===== src/rtl/gpio_share_pkg.sv =====
package gpio_share_pkg;
    localparam int PORT_W = 8;

    // pin roles by index; the override decode depends on this order
    localparam int PIN_RX0  = 0;
    localparam int PIN_TX0  = 1;
    localparam int PIN_RX1  = 2;
    localparam int PIN_TX1  = 3;
    localparam int PIN_MISO = 4;
    localparam int PIN_MOSI = 5;
    localparam int PIN_SCK  = 6;
    localparam int PIN_SS   = 7;

    // pins whose peripheral may drive the pad
    localparam logic [PORT_W-1:0] DRIVE_MASK =
        PORT_W'((1 << PIN_TX0) | (1 << PIN_TX1) | (1 << PIN_MISO) |
                (1 << PIN_MOSI) | (1 << PIN_SCK) | (1 << PIN_SS));
endpackage


===== src/rtl/gpio_share_regs.sv =====
module gpio_share_regs #(
    parameter int W = 8
) (
    input  logic         clk,
    input  logic         rst_n,
    input  logic         data_wr,
    input  logic         dir_wr,
    input  logic [W-1:0] wdata,
    output logic [W-1:0] latch_q,
    output logic [W-1:0] dir_q
);
    typedef struct packed {
        logic [W-1:0] latch;
        logic [W-1:0] dir;
    } regs_t;

    regs_t r_d, r_q;

    always_comb begin
        r_d = r_q;
        if (data_wr) r_d.latch = wdata;
        if (dir_wr)  r_d.dir   = wdata;
    end

    always_ff @(posedge clk or negedge rst_n) begin
        if (!rst_n) r_q <= '0;
        else        r_q <= r_d;
    end

    assign latch_q = r_q.latch;
    assign dir_q   = r_q.dir;

    // direction takes the written value one edge later
    p_dir_write_r3: assert property (@(posedge clk) disable iff (!rst_n)
        dir_wr |=> (dir_q == $past(wdata)));

    // latch holds without a write strobe
    p_latch_hold_r2: assert property (@(posedge clk) disable iff (!rst_n)
        !data_wr |=> $stable(latch_q));
endmodule


===== src/rtl/gpio_share_sync.sv =====
module gpio_share_sync #(
    parameter int W      = 8,
    parameter int STAGES = 2
) (
    input  logic         clk,
    input  logic         rst_n,
    input  logic [W-1:0] async_in,
    output logic [W-1:0] level
);
    localparam int CW = $clog2(STAGES + 1);

    typedef struct packed {
        logic [STAGES-1:0][W-1:0] stage;
        logic [CW-1:0]            warm;
    } sync_t;

    sync_t s_d, s_q;

    always_comb begin
        s_d = s_q;
        s_d.stage[0] = async_in;
        for (int k = 1; k < STAGES; k++) begin
            s_d.stage[k] = s_q.stage[k-1];
        end
        if (s_q.warm != CW'(STAGES)) s_d.warm = s_q.warm + 1'b1;
    end

    always_ff @(posedge clk or negedge rst_n) begin
        if (!rst_n) s_q <= '0;
        else        s_q <= s_d;
    end

    assign level = s_q.stage[STAGES-1];

    generate
        if (STAGES >= 2) begin : g_chk
            // the last stage always carries the previous stage's value
            p_sync_shift_r4: assert property (@(posedge clk) disable iff (!rst_n)
                (s_q.warm != '0) |=> (level == $past(s_q.stage[STAGES-2])));
        end
    endgenerate
endmodule


===== src/rtl/gpio_share_pinmux.sv =====
module gpio_share_pinmux #(
    parameter int           W    = 8,
    parameter logic [W-1:0] MASK = '1
) (
    input  logic [W-1:0] latch,
    input  logic [W-1:0] dir,
    input  logic [W-1:0] sync_lvl,
    input  logic [W-1:0] periph_en,
    input  logic [W-1:0] periph_out,
    input  logic [W-1:0] periph_oe,
    output logic [W-1:0] pad_out,
    output logic [W-1:0] pad_oe,
    output logic [W-1:0] rd_val
);
    generate
        for (genvar i = 0; i < W; i++) begin : g_pin
            if (MASK[i]) begin : g_drive
                // peripheral may own the driver
                always_comb begin
                    if (periph_en[i]) begin
                        pad_out[i] = periph_out[i];
                        pad_oe[i]  = periph_oe[i];
                    end else begin
                        pad_out[i] = latch[i];
                        pad_oe[i]  = dir[i];
                    end
                end
            end else begin : g_recv
                // receive function: owning peripheral forces the pin to input
                always_comb begin
                    pad_out[i] = latch[i];
                    pad_oe[i]  = dir[i] & ~periph_en[i];
                end
            end
            assign rd_val[i] = pad_oe[i] ? pad_out[i] : sync_lvl[i];
        end
    endgenerate
endmodule


===== src/rtl/gpio_share_port.sv =====
module gpio_share_port
    import gpio_share_pkg::*;
#(
    parameter int                WIDTH       = PORT_W,
    parameter int                SYNC_STAGES = 2,
    parameter logic [WIDTH-1:0]  OVR_MASK    = DRIVE_MASK
) (
    input  logic             clk,
    input  logic             rst_n,
    input  logic             data_wr,
    input  logic             dir_wr,
    input  logic [WIDTH-1:0] wdata,
    output logic [WIDTH-1:0] data_rd,
    output logic [WIDTH-1:0] dir_rd,
    input  logic [WIDTH-1:0] pad_in,
    output logic [WIDTH-1:0] pad_out,
    output logic [WIDTH-1:0] pad_oe,
    input  logic [WIDTH-1:0] periph_en,
    input  logic [WIDTH-1:0] periph_out,
    input  logic [WIDTH-1:0] periph_oe
);
    logic [WIDTH-1:0] latch_q, dir_q, sync_lvl;

    gpio_share_regs #(.W(WIDTH)) u_regs (
        .clk(clk), .rst_n(rst_n), .data_wr(data_wr), .dir_wr(dir_wr),
        .wdata(wdata), .latch_q(latch_q), .dir_q(dir_q)
    );

    gpio_share_sync #(.W(WIDTH), .STAGES(SYNC_STAGES)) u_sync (
        .clk(clk), .rst_n(rst_n), .async_in(pad_in), .level(sync_lvl)
    );

    gpio_share_pinmux #(.W(WIDTH), .MASK(OVR_MASK)) u_mux (
        .latch(latch_q), .dir(dir_q), .sync_lvl(sync_lvl),
        .periph_en(periph_en), .periph_out(periph_out), .periph_oe(periph_oe),
        .pad_out(pad_out), .pad_oe(pad_oe), .rd_val(data_rd)
    );

    assign dir_rd = dir_q;

    generate
        for (genvar i = 0; i < WIDTH; i++) begin : g_chk
            if (!OVR_MASK[i]) begin : g_rx
                // an owned receive pin never drives
                p_rx_float_r8: assert property (@(posedge clk) disable iff (!rst_n)
                    periph_en[i] |-> !pad_oe[i]);
            end else begin : g_tx
                // an owned drive pin follows the peripheral enable
                p_owned_oe_r6: assert property (@(posedge clk) disable iff (!rst_n)
                    periph_en[i] |-> (pad_oe[i] == periph_oe[i]));
            end
        end
    endgenerate
endmodule


===== config.mk =====
export PLATFORM = sky130hd
export DESIGN_NAME = gpio_share_port
export DESIGN_NICKNAME = d
export VERILOG_FILES = /design/src/rtl/gpio_share_pkg.sv /design/src/rtl/gpio_share_regs.sv /design/src/rtl/gpio_share_sync.sv /design/src/rtl/gpio_share_pinmux.sv /design/src/rtl/gpio_share_port.sv
export SDC_FILE = /design/constraint.sdc
export NUM_CORES = 1
export LEC_CHECK = 0
export ABC_AREA = 1
export ABC_CLOCK_PERIOD_IN_PS = 2200
export BUFFER_PORTS_ARGS = -buffer_cell sky130_fd_sc_hd__buf_2
export CORE_UTILIZATION = 46
export CTS_CLUSTER_SIZE = 25
export DETAILED_ROUTE_END_ITERATION = 8
export PLACE_DENSITY_LB_ADDON = 0.08
export SYNTH_ARGS = -nofsm -noshare
export SYNTH_HDL_FRONTEND = slang
export SYNTH_SLANG_ARGS = --single-unit

===== constraint.sdc =====
create_clock -name clk -period 2.2 [get_ports clk]
set_clock_uncertainty 0.2 [all_clocks]
set_input_delay 0.11 -clock clk [delete_from_list [all_inputs] [get_ports clk]]
set_output_delay 0.11 -clock clk [all_outputs]
set_load 0.01 [all_outputs]

==> flow_summary.json <==
{
  "syn_area_per_cell_um2": 8.51,
  "routed.top_layer": "met4",
  "reg2reg_slack_ps": 740,
  "leakagePower_nw": 1.18,
  "root_buffer": "clkbuf_4",
  "max_clock_freq_mhz": 467,
  "wirelength_um": 3110,
  "tightest_slew_ps": 688,
  "grt_pass1_vias": 1302,
  "die_h_um": 55.4,
  "synth_area_um2": 1310,
  "die_w_um": 55.4,
  "cp_data_required_time_ps": 2200,
  "wl_met1_um": 1260,
  "postSynth.asyncResetShare": 1.00,
  "initial_core_util": 0.506,
  "cts_htree_levels": 2,
  "clk_pin_slew_ps": 90,
  "ys_warn_count": 0,
  "viasPerCell": 4.66,
  "first_pass_iters": 6,
  "yosys_register_bits": 32,
  "cts_tree": "yes",
  "hold_depth": 0,
  "numClockSinks": 32,
  "hold_end": "u_sync.level[3]",
  "postLayoutCoreUtil": 0.779,
  "setup_tns_ps": 0,
  "peakVddDrop_mv": 0.588,
  "track_usage": 0.224,
  "setup_viol": 0,
  "ioPinCount": 76,
  "status": "completed",
  "r2r-start": "u_regs.dir_q[3]",
  "yosysSeqAreaShare": 0.611,
  "cp_top_family": "buffers and inverters",
  "drc": 0,
  "maxSlewViolCount": 0,
  "timing_hold_violations_final": 0,
  "numCtsBuffers": 5,
  "port_buffers": 71,
  "gr-total-overflow": 0,
  "grt_max_degree": 33,
  "dr_total_vias": 1342,
  "core_area_um2": 2590,
  "slew_headroom": 0.541,
  "yosysTopAreaCellShare": 0.611,
  "maxCapViolCount": 0,
  "ff2ff_path_depth": 3,
  "period_share": 0.974,
  "period_needed_ps": 2140,
  "postCtsSetupBuffers": 0,
  "yosys-top-cells-count": "nand2_1, dfrtp_1, inv_1, o21ai_0, nand3_1",
  "cp.arrival_ps": 2140,
  "synth_area_leaders": "dfrtp_1, nand2_1, inv_1",
  "wl_met2_um": 1620,
  "rows": 18,
  "routabilityCongestion": 0.755,
  "dr_wl_met3_um": 176,
  "antenna_found_initial": 0,
  "yosysMostFrequentCell": "nand2_1",
  "yosys.area.top_type": "dfrtp_1",
  "clkLatencyLatePin_ps": 310,
  "num_antenna_cells": 0,
  "critPathMaxStageDelay_ps": 570,
  "rsz0062_at_grt": "false",
  "fillerInstances": 173,
  "start_kind": "input port",
  "slowest_stage": "dlygate4sd3_1",
  "synth_nets": 198,
  "hold_path.class": "reg2reg",
  "ant_nets": 0,
  "crit_top_cell": "dlygate4sd3_1",
  "powerDensity_nw_per_um2": 620,
  "yosysUniqueCellTypes": 7,
  "critPathKind": "in2reg",
  "crit_chain": "dlygate4sd3_1 -> buf_4 -> nand2_1 -> dlygate4sd3_1 -> o21ai_0 -> dlygate4sd3_1",
  "syn_to_final_growth_pct": 53.9,
  "fin_nets": 301,
  "drive_gt1_frac": 0.298,
  "timing.rr.end": "u_regs.dir_q[3]",
  "dp_hpwl_um": 1950,
  "hold_start": "u_sync.s_d[13]",
  "worstSetupEndpointType": "flip-flop",
  "synth-main-ff-cell": "dfrtp_1",
  "synthCells": 154,
  "path_max_fanout": 16,
  "synth_edf_count": 0,
  "cts.path.max_buffers": 2,
  "worst-path-buf-inv": 4,
  "grt_pass1_wl_um": 5350,
  "drt-initial-drc-count": 58,
  "dieArea_um2": 3070,
  "drt-wirelength-per-cell_um": 10.8
}
==> flip-flops by register name (all words and copies together) (netlist names) <==
name,flops
u_sync.s_d,8
u_regs.dir_q,8
u_regs.latch_q,8
u_sync.level,8
==> logic make-up after synthesis <==
group / synth area share
simple gates: 0.218
flops: 0.611
buf+inv: 0.103
compound gates: 0.0687
==> layout make-up <==
| type | instances | area, um2 | area share |
|---|---|---|---|
| well taps | 30 | 37.5 | 0.0186 |
| multi-input cells | 92 | 375 | 0.186 |
| repair buffers | 100 | 648 | 0.321 |
| flip-flops and latches | 32 | 801 | 0.397 |
| clock buffers | 8 | 58.8 | 0.0291 |
| inverters | 26 | 97.6 | 0.0484 |
==> worst register-to-register path: stages (launching register included) <==
cell	delay [ps]
dfrtp_1	370
inv_1	60
o21ai_0	190
dlygate4sd3_1	580
==> through the flow <==
step                hold WS, ps  cell area, um2  power, W  setup WS, ps  instances
finish                      159            2020   0.00125          57.6        288
detailed placement        -8.44            1670  0.000878          1100        251
CTS                         159            2020   0.00126           134        288
global placement          -9.93            1670  0.000869          1150        251
floorplan                  -386            1310  0.000767          1130        154
global route                165            2020   0.00133          13.1        288
==> how the worst max path moves through the flow <==
stage,start,endpoint,depth (start not counted)
final,dir_wr,u_regs.dir_q[3],6
after global routing,dir_wr,u_regs.dir_q[3],6
after CTS,dir_wr,u_regs.dir_q[3],6
after detailed placement,u_regs.dir_q[6],data_rd[6],5
after global placement,u_regs.dir_q[0],data_rd[0],4
after floorplan,u_regs.dir_q[0],data_rd[0],2
==> layout by cell type (no fill, tap or decap), drive strengths merged <==
| cell type | count |
|---|---|
| buf | 71 |
| nand2 | 68 |
| dfrtp | 32 |
| dlygate4sd3 | 29 |
| inv | 26 |
| o21ai | 18 |
| clkbuf | 8 |
| nand3 | 6 |
==> timing repair <==
action,in CTS,in global routing
setup endpoints to repair,0,1
gates resized for setup,0,2
hold buffers,29,0
hold endpoints to repair,56,0
==> metal layers <==
| metal | GRT usage | vias to the layer above |
|---|---|---|
| met5 | 0 | - |
| met4 | 0.0679 | 0 |
| met3 | 0.0656 | 8 |
| met2 | 0.401 | 60 |
| met1 | 0.257 | 601 |
| li1 | - | 673 |
==> report_power, final <==
group	internal, W	switching, W
clock network	0.000158	0.000176
logic	0.000129	0.000136
registers	0.000629	0.0000226
Power figures use the tool's default switching activity.
